<file path="src/rtl/usq_pkg.sv">
package usq_pkg;
   localparam int TYPE_W = 3;
   localparam logic [TYPE_W-1:0] CT_SYNC  = 3'b000;
   localparam logic [TYPE_W-1:0] CT_CTRL  = 3'b001;
   localparam logic [TYPE_W-1:0] CT_ASYNC = 3'b010;
   localparam logic [TYPE_W-1:0] CT_ISOC  = 3'b011;

   typedef enum logic [2:0] {
      PH_IDLE,
      PH_CHECK,
      PH_CLEAR,
      PH_GAP,
      PH_LOCK,
      PH_SETTLE,
      PH_DONE
   } usq_phase_e;

   function automatic logic type_is_sync(input logic [TYPE_W-1:0] code);
      return code == CT_SYNC;
   endfunction
endpackage

</file>
<file path="src/rtl/usq_frame_counter.sv">
module usq_frame_counter #(
   parameter int FRAMES = 4
) (
   input  logic clk,
   input  logic rst_n,
   input  logic clear_i,
   input  logic count_i,
   output logic last_o
);
   localparam int CW = (FRAMES > 1) ? $clog2(FRAMES) : 1;
   localparam logic [CW-1:0] LAST = CW'(FRAMES - 1);

   generate
      if (FRAMES == 1) begin : g_single
         assign last_o = 1'b1;
      end else begin : g_count
         logic [CW-1:0] cnt_q;
         always_ff @(posedge clk or negedge rst_n) begin
            if (!rst_n)       cnt_q <= '0;
            else if (clear_i) cnt_q <= '0;
            else if (count_i && cnt_q != LAST) cnt_q <= cnt_q + 1'b1;
         end
         assign last_o = (cnt_q == LAST);
      end
   endgenerate
endmodule

</file>
<file path="src/rtl/usq_mute_decode.sv">
module usq_mute_decode
   import usq_pkg::*;
#(
   parameter int NUM_CH = 8
) (
   input  logic [NUM_CH*TYPE_W-1:0] ch_type_i,
   input  logic                     release_i,
   output logic [NUM_CH-1:0]        mute_o
);
   genvar gi;
   generate
      for (gi = 0; gi < NUM_CH; gi++) begin : g_ch
         assign mute_o[gi] = type_is_sync(ch_type_i[gi*TYPE_W +: TYPE_W]) && !release_i;
      end
   endgenerate
endmodule

</file>
<file path="src/rtl/usq_ctrl.sv">
module usq_ctrl
   import usq_pkg::*;
(
   input  logic clk,
   input  logic rst_n,
   input  logic start_i,
   input  logic clk_missing_i,
   input  logic lock_i,
   input  logic frame_i,
   input  logic frames_last_i,
   output logic cnt_clear_o,
   output logic cnt_step_o,
   output logic clr_missing_o,
   output logic done_o
);
   usq_phase_e ph_q, ph_d;

   always_comb begin
      ph_d = ph_q;
      if (start_i) begin
         ph_d = PH_CHECK;
      end else begin
         case (ph_q)
            PH_IDLE:   ph_d = PH_IDLE;
            PH_CHECK:  ph_d = clk_missing_i ? PH_CLEAR : PH_LOCK;
            PH_CLEAR:  ph_d = PH_GAP;
            PH_GAP:    ph_d = PH_CHECK;
            PH_LOCK:   ph_d = lock_i ? PH_SETTLE : PH_LOCK;
            PH_SETTLE: begin
               if (!lock_i)                      ph_d = PH_CHECK;
               else if (frame_i && frames_last_i) ph_d = PH_DONE;
            end
            PH_DONE:   ph_d = PH_DONE;
            default:   ph_d = PH_IDLE;
         endcase
      end
   end

   always_ff @(posedge clk or negedge rst_n) begin
      if (!rst_n) ph_q <= PH_IDLE;
      else        ph_q <= ph_d;
   end

   assign cnt_clear_o   = (ph_q != PH_SETTLE) || start_i || !lock_i;
   assign cnt_step_o    = (ph_q == PH_SETTLE) && lock_i && frame_i;
   assign clr_missing_o = (ph_q == PH_CLEAR);
   assign done_o        = (ph_q == PH_DONE);
endmodule

</file>
<file path="src/rtl/sync_unmute_seq.sv">
module sync_unmute_seq
   import usq_pkg::*;
#(
   parameter int NUM_CH        = 8,
   parameter int SETTLE_FRAMES = 4
) (
   input  logic                     clk,
   input  logic                     rst_n,
   input  logic                     start_i,
   input  logic                     clk_missing_i,
   input  logic                     lock_i,
   input  logic                     frame_i,
   input  logic [NUM_CH*TYPE_W-1:0] ch_type_i,
   output logic                     clr_missing_o,
   output logic [NUM_CH-1:0]        mute_o,
   output logic                     done_o
);
   generate
      if (NUM_CH < 1) begin : g_bad_ch
         $error("sync_unmute_seq: NUM_CH must be at least 1");
      end
      if (SETTLE_FRAMES < 1) begin : g_bad_frames
         $error("sync_unmute_seq: SETTLE_FRAMES must be at least 1");
      end
   endgenerate

   logic cnt_clear, cnt_step, frames_last;

   usq_ctrl u_ctrl (
      .clk           (clk),
      .rst_n         (rst_n),
      .start_i       (start_i),
      .clk_missing_i (clk_missing_i),
      .lock_i        (lock_i),
      .frame_i       (frame_i),
      .frames_last_i (frames_last),
      .cnt_clear_o   (cnt_clear),
      .cnt_step_o    (cnt_step),
      .clr_missing_o (clr_missing_o),
      .done_o        (done_o)
   );

   usq_frame_counter #(.FRAMES(SETTLE_FRAMES)) u_frames (
      .clk     (clk),
      .rst_n   (rst_n),
      .clear_i (cnt_clear),
      .count_i (cnt_step),
      .last_o  (frames_last)
   );

   usq_mute_decode #(.NUM_CH(NUM_CH)) u_mute (
      .ch_type_i (ch_type_i),
      .release_i (done_o),
      .mute_o    (mute_o)
   );
endmodule

</file>
<file path="config.mk">
export PLATFORM = sky130hd
export DESIGN_NAME = sync_unmute_seq
export DESIGN_NICKNAME = d
export VERILOG_FILES = /design/src/rtl/usq_pkg.sv /design/src/rtl/usq_frame_counter.sv /design/src/rtl/usq_mute_decode.sv /design/src/rtl/usq_ctrl.sv /design/src/rtl/sync_unmute_seq.sv
export SDC_FILE = /design/constraint.sdc
export NUM_CORES = 1
export LEC_CHECK = 0
export BUFFER_PORTS_ARGS = -buffer_cell sky130_fd_sc_hd__clkbuf_2
export CELL_PAD_IN_SITES_DETAIL_PLACEMENT = 0
export CELL_PAD_IN_SITES_GLOBAL_PLACEMENT = 2
export CORE_MARGIN = 2
export CORE_UTILIZATION = 15
export CTS_CLUSTER_DIAMETER = 60
export DETAILED_ROUTE_END_ITERATION = 8
export PLACE_DENSITY_LB_ADDON = 0.2
export SYNTH_ARGS = -nofsm -noshare
export SYNTH_HDL_FRONTEND = slang
export SYNTH_SLANG_ARGS = --single-unit
</file>
<file path="constraint.sdc">
create_clock -name clk -period 1.75 [get_ports clk]
set_input_delay 0.2625 -clock clk [delete_from_list [all_inputs] [get_ports clk]]
set_output_delay 0.2625 -clock clk [all_outputs]
set_load 0.005 [all_outputs]
</file>
Word level (Yosys, flattened, before mapping)
Cells that the tools add are included. W data, S select, Z words.

Bits in registers: 5. Input port bits: 30. Output and inout bits: 10. Word-level logic and storage cells: 46.

Add/subtract/negate cells: 1. Equal/unequal tests: 10. Muxes and demuxes: 8. Reductions and logical operators: 25.

Operators with widths (count): $logic_not A3 Y1 (8); $pmux W3 S6 (1); $logic_and A1 B1 Y1 (12); $mux W3 (4); $eq A3 B3 Y1 const B (3); $eq A3 B2 Y1 const B (2); $mux W2 (2); $ne A4 B3 Y1 const B (1); $eq A3 B1 Y1 const B (1); $ne A3 B3 Y1 const B (1); $add A2 B1 Y2 const B (1); $eq A2 B2 Y1 const B (1); $logic_not A1 Y1 (2); $logic_or A1 B1 Y1 (2); $ne A2 B2 Y1 const B (1); $reduce_bool A2 Y1 (1); $mux W1 (1).

Depth between registers and ports, before layout
Gate-level depths: netlist of the first run.

Depth in word-level cells: 6. Depth in mapped cells: 4. Mapped depth without buffers: 4.

Cells and area by module
Synthesis of the first run repeated with hierarchy kept, for this count alone.

Cell total of the unflattened synthesis: 41. Area total of the unflattened synthesis: 455.4 um^2.

By module, submodules not included: usq_ctrl (instances 1, cells an instance 22, area an instance 211.5 um^2, sequential area each 75.1 um^2); usq_frame_counter (instances 1, cells an instance 10, area an instance 123.9 um^2, sequential area each 50.0 um^2); usq_mute_decode (instances 1, cells an instance 9, area an instance 120.1 um^2, sequential area each 0.0 um^2).

Worst setup path after synthesis of the first run
OpenSTA, ideal clock, no wires.

Path type: reg2reg. Start point: reg u_frames.g_count.cnt_q[0]. End point: reg u_frames.g_count.cnt_q[0]. Library setup time: 105 ps. Arrival: 1077 ps. Required time: 1645 ps. Slack: 568 ps. Stages on the path, launching flop included: 5. Path buffers: 0. Clock period less this slack: 1182 ps. Cells stage by stage: dfrtp_1 > ha_1 > nand2b_1 > xnor2_1 > nor4b_1.

Word-level cells in the longest chain between the ends: 3. Elaborated cells on any way between the ends: 6. Classes of those cells: 1 x add/sub; 1 x eq/ne; 2 x mux; 2 x reduce/logical.

RTL lines: start: declaration (line usq_frame_counter.sv:17) `logic [CW-1:0] cnt_q;`; start signal: assignment (line usq_frame_counter.sv:21) `else if (count_i && cnt_q != LAST) cnt_q <= cnt_q + 1'b1;`; $add A2 B1 Y2 or $ne A2 B2 Y1 (tied branches) (line usq_frame_counter.sv:21); $mux W2 or $logic_and A1 B1 Y1 (tied branches) (line usq_frame_counter.sv:21); $mux W2 or $reduce_bool A2 Y1 (tied branches).

Parallel ways exist; a longest one is shown, timed or not. The select of a mux whose other input is x is not followed. A chain may end at the register's enable or synchronous reset.

Worst setup path after layout of the first run
Start point: reg u_ctrl.ph_q[0]. End point: out mute_o[4].

Word-level cells in the longest chain between the ends: 3.

RTL lines: start: declaration (line usq_ctrl.sv:16) `usq_phase_e ph_q, ph_d;`; start signal: assignment (line usq_ctrl.sv:41) `else ph_q <= ph_d;`; $eq A3 B3 Y1 (line usq_ctrl.sv:47) `assign done_o = (ph_q == PH_DONE);`; $logic_not A1 Y1 (line usq_mute_decode.sv:13) `assign mute_o[gi] = type_is_sync(ch_type_i[gi*TYPE_W +: TYPE_W]) && !release_i;`; $logic_and A1 B1 Y1 (line usq_mute_decode.sv:13); end: declaration (line sync_unmute_seq.sv:15) `output logic [NUM_CH-1:0] mute_o,`.

Every way passes these cells.

==> results of run 1 <==
[cell type report]
cell class	count	area share, %
Tap cell	28	5.81
Multi-Input combinational cell	30	34.4
Timing Repair Buffer	40	34.0
Sequential cell	5	20.7
Clock buffer	4	4.36
Inverter	1	0.622
[final timing paths]
kind                                            from                   endpoint  depth (start not counted)
min in group asynchronous                      rst_n             u_ctrl.ph_q[0]                          2
min                                          start_i             u_ctrl.ph_q[2]                          2
max                                   u_ctrl.ph_q[0]                  mute_o[4]                          4
max in group asynchronous                      rst_n  u_frames.g_count.cnt_q[0]                          2
min reg2reg                           u_ctrl.ph_q[1]             u_ctrl.ph_q[0]                          1
max reg2reg                u_frames.g_count.cnt_q[0]  u_frames.g_count.cnt_q[0]                          4
[sequential cells by signal (all words and copies together) (netlist names)]
register	count
u_ctrl.ph_q	3
u_frames.g_count.cnt_q	2
[worst max-delay path, delay by kind of cell (launching register included)]
family | cells | cell delay, ns
and+or+nand+nor | 3 | 0.59
DFF | 1 | 0.40
buffers and inverters | 1 | 0.13
[per-stage QoR]
step | instances | total power [uW] | cell area, um^2 | setup WS (ns)
finish | 108 | 351 | 603 | 0.130
global route | 108 | 377 | 603 | 0.00726
CTS | 108 | 361 | 603 | 0.113
detailed placement | 103 | 225 | 567 | 0.368
global placement | 103 | 228 | 567 | 0.384
floorplan | 36 | 170 | 337 | 0.568
[power groups by stage]
stage          combinational [uW]  clock [uW]  sequential [uW]
2_1_floorplan                36.8           0              133
3_3_place_gp                 92.2           0              136
3_5_place_dp                 89.8           0              135
4_1_cts                      91.9         135              134
5_1_grt                      99.4         142              135
6_report                     90.6         126              134
[layer usage]
layer	up-vias	wire (um)	global-route usage [%]
met5	-	0	0
met4	0	0	5.26
met3	0	196	1.75
met2	36	664	20.7
met1	205	329	5.72
li1	232	-	-
[cells in the mapped netlist (all sizes together) (2+ instances only)]
cell    instances
nor4            9
a21oi           2
nand2b          3
nand4           2
dfrtp           5
nor2            2
[kinds of logic after synthesis]
group | Yosys count
and+or+nand+nor | 20
AOI/OAI and AO/OA | 7
DFF | 5
xor gates and xnor gates | 1
buffers and inverters | 1
muxes | 1
adders and majority gates | 1
[placed cells by master, fill, tap and decap left out, drive strengths merged]
| cell | instances |
|---|---|
| or3b | 1 |
| or2b | 1 |
| nor4 | 9 |
| a21boi | 1 |
| dfrtp | 5 |
| nand2b | 3 |
| ha | 1 |
| xnor2 | 1 |
| o21ai | 1 |
| inv | 1 |
| nand4 | 2 |
| a21o | 1 |
| a221oi | 1 |
| nor2 | 2 |
| a21oi | 2 |
| o211ai | 1 |
| nor4b | 1 |
| clkbuf | 43 |
| mux2i | 1 |
| nand2 | 1 |
| dlygate4sd3 | 1 |
==> out/results.txt, run 1 <==
outcome: finished clean
I/O Buffers: 39
multi-input logic area: 208 um^2
DRT iter0 DRCs: 5
clock buffer depth: 2
vias in the first global route: 462
Reg area: 125 um^2
async set-or-reset flop fraction in the synthesized netlist: 100%
worst vdd ir: 0.000286 V
Flop pwr share: 38.2%
Post-synth EDFFs: 0
fmax: 617 MHz
clock share of power: 36.0%
Fin Hold WS: 0.255 ns
worst min path class: in2reg
post-cts sizing count: 0
Die X: 51.4 um
wire length per cell: 11.0 um
GP Congestion: 0.725
synthesized instance count: 36
synth top area cells: dfrtp_1 37%, nor4_1 17%, nand2b_1 5.6%
Critical Path Sink Type: primary output
class of the most critical setup path: reg2out
critical path fanouts, max: 9
Slowest cell on crit path: dfrtp_1
router iterations before antenna repair: 4
Simple-Gate Fraction of Synth Area: 37.5%
worst-margin pin slew: 0.336 ns
slowest stage delay, CP: 0.40 ns
relative slew slack: 77.6%
final WL: 1.19 mm
die height: 51.4 um
Synth Register Bits: 5
Pint: 260 uW
Antenna Cells: 0
CP arrival: 1.36 ns
RSZ-0062 raised after global routing: false
core area: 0.00217 mm^2
CTS root buffer: clkbuf_4
DRC Markers: 0
layout cells sized above 1: 55.0%
first-pass GRT wire length: 1.69 mm
CTS tree: built
Fin. Hold Viols: 0
switching share of power: 25.8%
Critical Path, Cell by Cell: nand2b_1 > nor2_2 > nor4_1 > clkbuf_2
clock sink total: 5
Via density: 4.38
Synth Area in Adders: 3.72%
largest family of logic cells by synthesized area: simple AND/OR/NAND/NOR gates
remaining antenna violation count after routing: 0
Compound-Gate Fraction of Synth Area: 14.9%
P_leak: 0.000312 uW
DR vias: 473
Final HPWL DP: 1.08 mm
post-layout util: 27.8%
Logic pwr share: 25.8%
crit start category: flop
IO Count: 40
Setup violations, final: 0
Starting Density: 15.5%
largest net degree at the start of global routing: 10
clock transition at the registers of the reported paths: 0.04 ns
xor/xnor share of the synthesized area: 2.60%
setup TNS: 0 ns
clk_skew: 0.00152 ns
Post-synth top flop: dfrtp_1
Tmin final: 1.62 ns
Layout area overhead: 79.2%
synthesized area per cell: 9.35 um^2
Post-CTS Setup Inserts: 0
synthesized area: 337 um^2
post-synth top area share: 37.2%
# rows: 17
leading area contributor after synthesis: dfrtp_1
hold buffers post-CTS: 1
area of the die: 0.00264 mm^2
# H-tree levels: 1
Critical Path RT: 1.49 ns
synth warn: 0
mux cell area share after synthesis: 2.97%
Pwr Density: 582 mW/mm^2
Final Cycle Share: 92.6%
fin. max-slew vios: 0
clk_lat worst skew: 0.23 ns
initial antenna violation count: 0
FILL cells: 242
grt ovf: 0
Synth cell types: 21
synthesized netlist net count: 67
Final #Nets: 112
Seq/Total Area, Yosys: 37.2%
CTS buffer count: 3
MaxCap Viol Count: 0
P_sw: 90.6 uW
Global Route Usage Sum: 8.97%
flop-to-flop setup slack: 0.46 ns
No activity file was read; power rests on OpenSTA's default activity.
==> inputs of run 2 (changes only) <==
BUFFER_PORTS_ARGS = unset   (was -buffer_cell sky130_fd_sc_hd__clkbuf_2)
CORE_AREA = 2 2 39 41   (was unset)
CORE_MARGIN = unset   (was 2)
CORE_UTILIZATION = unset   (was 15)
DIE_AREA = 0 0 41 43   (was unset)
DONT_BUFFER_PORTS = 1   (was unset)
==> run 2 against run 1 <==
Effect of this change:
- critical path type unchanged
- routed wire length fell by 12%
- combinational power fell by 49%
- flip-flop and latch count did not move
- critical path depth fell by 1
- clock-buffer cell count did not move
- register-to-register slack improved by 0.03 ns
- sequential share of layout area rose by 11 points
- die area fell by 33%
- setup slack improved by 0.037 ns
==> out/results.txt, run 2 (synthesis results as in run 1) <==
outcome: finished clean
# H-tree levels: 1
CTS tree: built
Setup violations, final: 0
commonest cells after routing, fill and taps aside: 9 x nor4_1, 5 x dfrtp_1, 3 x nand2b_1, 3 x clkbuf_4, 2 x nand4_1
Final HPWL DP: 900 um
top flop regs: u_ctrl.ph_q: 3 flops, u_frames.g_count.cnt_q: 2 flops
Reg area: 125 um^2
area of the die: 0.00176 mm^2
r2r worst-path depth: 4
remaining antenna violation count after routing: 0
core area: 0.00138 mm^2
Pwr Density: 809 mW/mm^2
post-layout util: 28.4%
Die X: 41 um
FILL cells: 150
worst min path class: in2reg
critical path fanouts, max: 9
Critical Path Sink Type: primary output
Fin. Hold Viols: 0
CTS root buffer: clkbuf_4
flop-to-flop setup slack: 0.49 ns
Antenna Cells: 0
DR vias: 343
CP arrival: 1.32 ns
P_leak: 0.000146 uW
DRC Markers: 0
relative slew slack: 72.8%
class of the most critical setup path: reg2out
crit start category: flop
Largest register FFs: 3
die height: 43 um
clock buffer depth: 2
grt ovf: 0
Most flops, register: u_ctrl.ph_q
worst hold start: start_i
IO Count: 40
vias in the first global route: 334
reg2reg end: u_frames.g_count.cnt_q[0]
Via density: 6.02
RSZ-0062 raised after global routing: false
setup TNS: 0 ns
Hold EP: u_ctrl.ph_q[2]
Post-CTS Setup Inserts: 0
CTS buffer count: 3
Final Cycle Share: 90.4%
post-route cell area: 393 um^2
fin. max-slew vios: 0
worst vdd ir: 0.000320 V
layout cells sized above 1: 12.2%
wire length per cell: 18.5 um
Worst R2R Start: u_frames.g_count.cnt_q[0]
DRT iter0 DRCs: 11
clock sink total: 5
Starting Density: 24.3%
Global Route Usage Sum: 13.3%
hold path depth: 1
clk_skew: 0.00628 ns
Placed Area: 357 um^2
Fin Hold WS: 0.0651 ns
Layout area overhead: 16.7%
# rows: 14
first-pass GRT wire length: 1.56 mm
multi-input logic area: 208 um^2
final WL: 1.05 mm
Tmin final: 1.58 ns
MaxCap Viol Count: 0
initial antenna violation count: 0
GP Congestion: 0.699
clk_lat worst skew: 0.25 ns
router iterations before antenna repair: 4
largest net degree at the start of global routing: 10
worst-margin pin slew: 0.405 ns
clock transition at the registers of the reported paths: 0.05 ns
Critical Path RT: 1.49 ns
Final #Nets: 73
I/O Buffers: 0
commonest non-fill, non-tap cell in the layout: nor4_1
fmax: 632 MHz
-- run 2: final cells by class --
| type | instances | share of cell area, % |
|---|---|---|
| clock buffer | 4 | 6.69 |
| sequential | 5 | 31.8 |
| multi-input combinational | 30 | 52.9 |
| timing repair buffer | 1 | 2.55 |
| tap | 16 | 5.10 |
| inverter | 1 | 0.955 |
-- run 2: stage by stage --
| step | worst slack, ns | power [uW] | instances |
|---|---|---|---|
| floorplan | 0.568 | 170 | 36 |
| global placement | 0.426 | 180 | 52 |
| detailed placement | 0.422 | 180 | 52 |
| CTS | 0.158 | 324 | 57 |
| global route | 0.0564 | 343 | 57 |
| finish | 0.167 | 318 | 57 |
-- run 2: report_power, final --
| part | switching, uW | leakage [uW] | internal, uW | total, uW |
|---|---|---|---|---|
| combinational | 23.8 | 0.0000651 | 22.6 | 46.4 |
| clock | 49.5 | 0.0000150 | 86.3 | 136 |
| sequential | 11.8 | 0.0000658 | 124 | 136 |
| total | 85.1 | 0.000146 | 233 | 318 |
-- run 2: critical path, cell delays in order, from the launching register on --
cell and delay, ns:
dfrtp_1 0.42, nand2b_1 0.22, nor2_2 0.31, nor4_1 0.13
-- run 2: timing repair --
action | in CTS | in global routing
hold buffers | 1 | 0
resized for setup | 0 | 0
endpoints found under the hold margin | 5 | 0
-- run 2: layer usage --
layer,track usage (%),vias to the layer above,wire length [um]
met1,23.2,171,496
met3,3.14,2,64
met5,0,-,0
met2,13.4,15,474
met4,8.00,0,17
li1,-,155,-
-- run 2: worst max-delay path by stage --
stage / end / startpoint / slack (ns)
2_1_floorplan: mute_o[0] / u_ctrl.ph_q[0] / 0.57
3_3_place_gp: mute_o[1] / u_ctrl.ph_q[0] / 0.43
3_5_place_dp: mute_o[1] / u_ctrl.ph_q[0] / 0.42
4_1_cts: mute_o[1] / u_ctrl.ph_q[0] / 0.16
5_1_grt: mute_o[4] / u_ctrl.ph_q[0] / 0.06
6_report: mute_o[1] / u_ctrl.ph_q[0] / 0.17
==> inputs of run 3 (changes only) <==
clock period = 1.9 ns   (was 1.75 ns; I/O delays follow)
==> run 3 against run 2 <==
Effect of this change:
- non-clock buffer count stayed put
- setup slack better by 0.15 ns
- clock skew is 0.0061 ns lower
- critical path type unchanged
- largest power group unchanged
- critical path depth stayed put
==> out/results.txt, run 3 (synthesis results as in run 1) <==
Pwr Density: 736 mW/mm^2
# H-tree levels: 1
critical path fanouts, max: 9
crit start category: flop
P_leak: 0.000146 uW
clk_lat worst skew: 0.24 ns
setup ws final: 0.316 ns
Final #Nets: 73
DRC Markers: 0
Slowest cell on crit path: dfrtp_1
router iterations before antenna repair: 4
DR vias: 350
remaining antenna violation count after routing: 0
worst path bufs/invs: 0
FILL cells: 142
grt ovf: 0
first-pass GRT wire length: 1.44 mm
wire length per cell: 19.5 um
CTS root buffer: clkbuf_4
top flop regs: u_ctrl.ph_q: 3 flops, u_frames.g_count.cnt_q: 2 flops
worst hold start: start_i
reg2reg end: u_frames.g_count.cnt_q[0]
Setup violations, final: 0
MaxCap Viol Count: 0
pre-CTS WS: 0.588 ns
I/O Buffers: 0
flop-to-flop setup slack: 0.62 ns
RSZ-0062 raised after global routing: false
slowest stage delay, CP: 0.41 ns
Final Cycle Share: 83.4%
DRT iter0 DRCs: 19
Fin. Hold Viols: 0
vias in the first global route: 314
class of the most critical setup path: reg2out
Layout area overhead: 16.7%
IO Count: 40
fin. max-slew vios: 0
area of the die: 0.00176 mm^2
CTS tree: built
# rows: 14
Critical Path Sink Type: primary output
Post-CTS Setup Inserts: 0
r2r worst-path depth: 4
outcome: finished clean
Worst R2R Start: u_frames.g_count.cnt_q[0]
clock sink total: 5
Via density: 6.14
worst setup path end: mute_o[1]
clk_skew: 0.000137 ns
WP depth: 3
Global Route Usage Sum: 12.8%
worst min path class: in2reg
Starting Density: 24.3%
Most flops, register: u_ctrl.ph_q
largest net degree at the start of global routing: 10
GP Congestion: 0.729
initial antenna violation count: 0
Tmin final: 1.58 ns
crit path launch: u_ctrl.ph_q[0]
clock transition at the registers of the reported paths: 0.04 ns
worst-margin pin slew: 0.421 ns
worst vdd ir: 0.000329 V
delay-heaviest family, CP: simple AND/OR/NAND/NOR gates
clock buffer depth: 2
Critical Path, Cell by Cell: nand2b_1 > nor2_2 > nor4_1
Die X: 41 um
final WL: 1.11 mm
Antenna Cells: 0
relative slew slack: 71.7%
commonest cells after routing, fill and taps aside: 9 x nor4_1, 5 x dfrtp_1, 3 x nand2b_1, 3 x clkbuf_4, 2 x nand4_1
core area: 0.00138 mm^2
die height: 43 um
layout cells sized above 1: 12.2%
CP arrival: 1.30 ns
commonest non-fill, non-tap cell in the layout: nor4_1
Final HPWL DP: 929 um
Largest register FFs: 3
Critical Path RT: 1.62 ns
fmax: 631 MHz
CTS buffer count: 3
setup TNS: 0 ns
[run 3: cell counts in the layout (fill, tap and decap cells not counted)]
Identical to the previous run, type by type.
[run 3: cell type report]
class | instances | area [um^2] | share of cell area [%]
multi-input combinational | 30 | 208 | 52.9
sequential | 5 | 125 | 31.8
clock buffer | 4 | 26.3 | 6.69
tap | 16 | 20.0 | 5.10
timing repair buffer | 1 | 10.0 | 2.55
inverter | 1 | 3.75 | 0.955
[run 3: layer usage]
metal	wire length (um)	vias to the layer above	GRT usage, %
li1	-	155	-
met2	465	16	12.5
met1	562	179	21.0
met3	83	0	5.24
met5	0	-	0
met4	0	0	8.00
[run 3: worst min-delay path by stage]
stage / end / slack (ns) / depth (start not counted)
final: u_ctrl.ph_q[2] / 0.1 / 1
after global routing: u_ctrl.ph_q[2] / 0.08 / 1
after CTS: u_ctrl.ph_q[2] / 0.08 / 1
after detailed placement: u_ctrl.ph_q[1] / -0.01 / 0
after global placement: u_ctrl.ph_q[1] / -0.01 / 0
after floorplan: u_ctrl.ph_q[0] / -0.01 / 0
[run 3: metrics by stage]
step | util, % | cells | hold slack [ns] | power, uW | instance area (um^2)
final | 28.4 | 57 | 0.0955 | 289 | 393
after CTS | 28.4 | 57 | 0.0835 | 297 | 393
after floorplan | - | 36 | -0.0106 | 157 | 337
after global routing | 28.4 | 57 | 0.0776 | 313 | 393
after global placement | 25.8 | 52 | -0.0105 | 164 | 357
after detailed placement | 25.8 | 52 | -0.0105 | 164 | 357
[run 3: repair_timing]
action                                  in CTS  in global routing
hold buffers                                 1                  0
gates resized for setup                      0                  0
hold endpoints to repair                     5                  0
endpoints found under the setup margin       0                  0
[run 3: where the power goes]
group / internal (uW) / leakage (uW) / switching, uW / total (uW)
registers: 114 / 0.0000658 / 10.7 / 125
logic: 20.8 / 0.0000651 / 21.8 / 42.6
clock network: 79.3 / 0.0000150 / 42.4 / 122
total: 214 / 0.000146 / 74.9 / 289
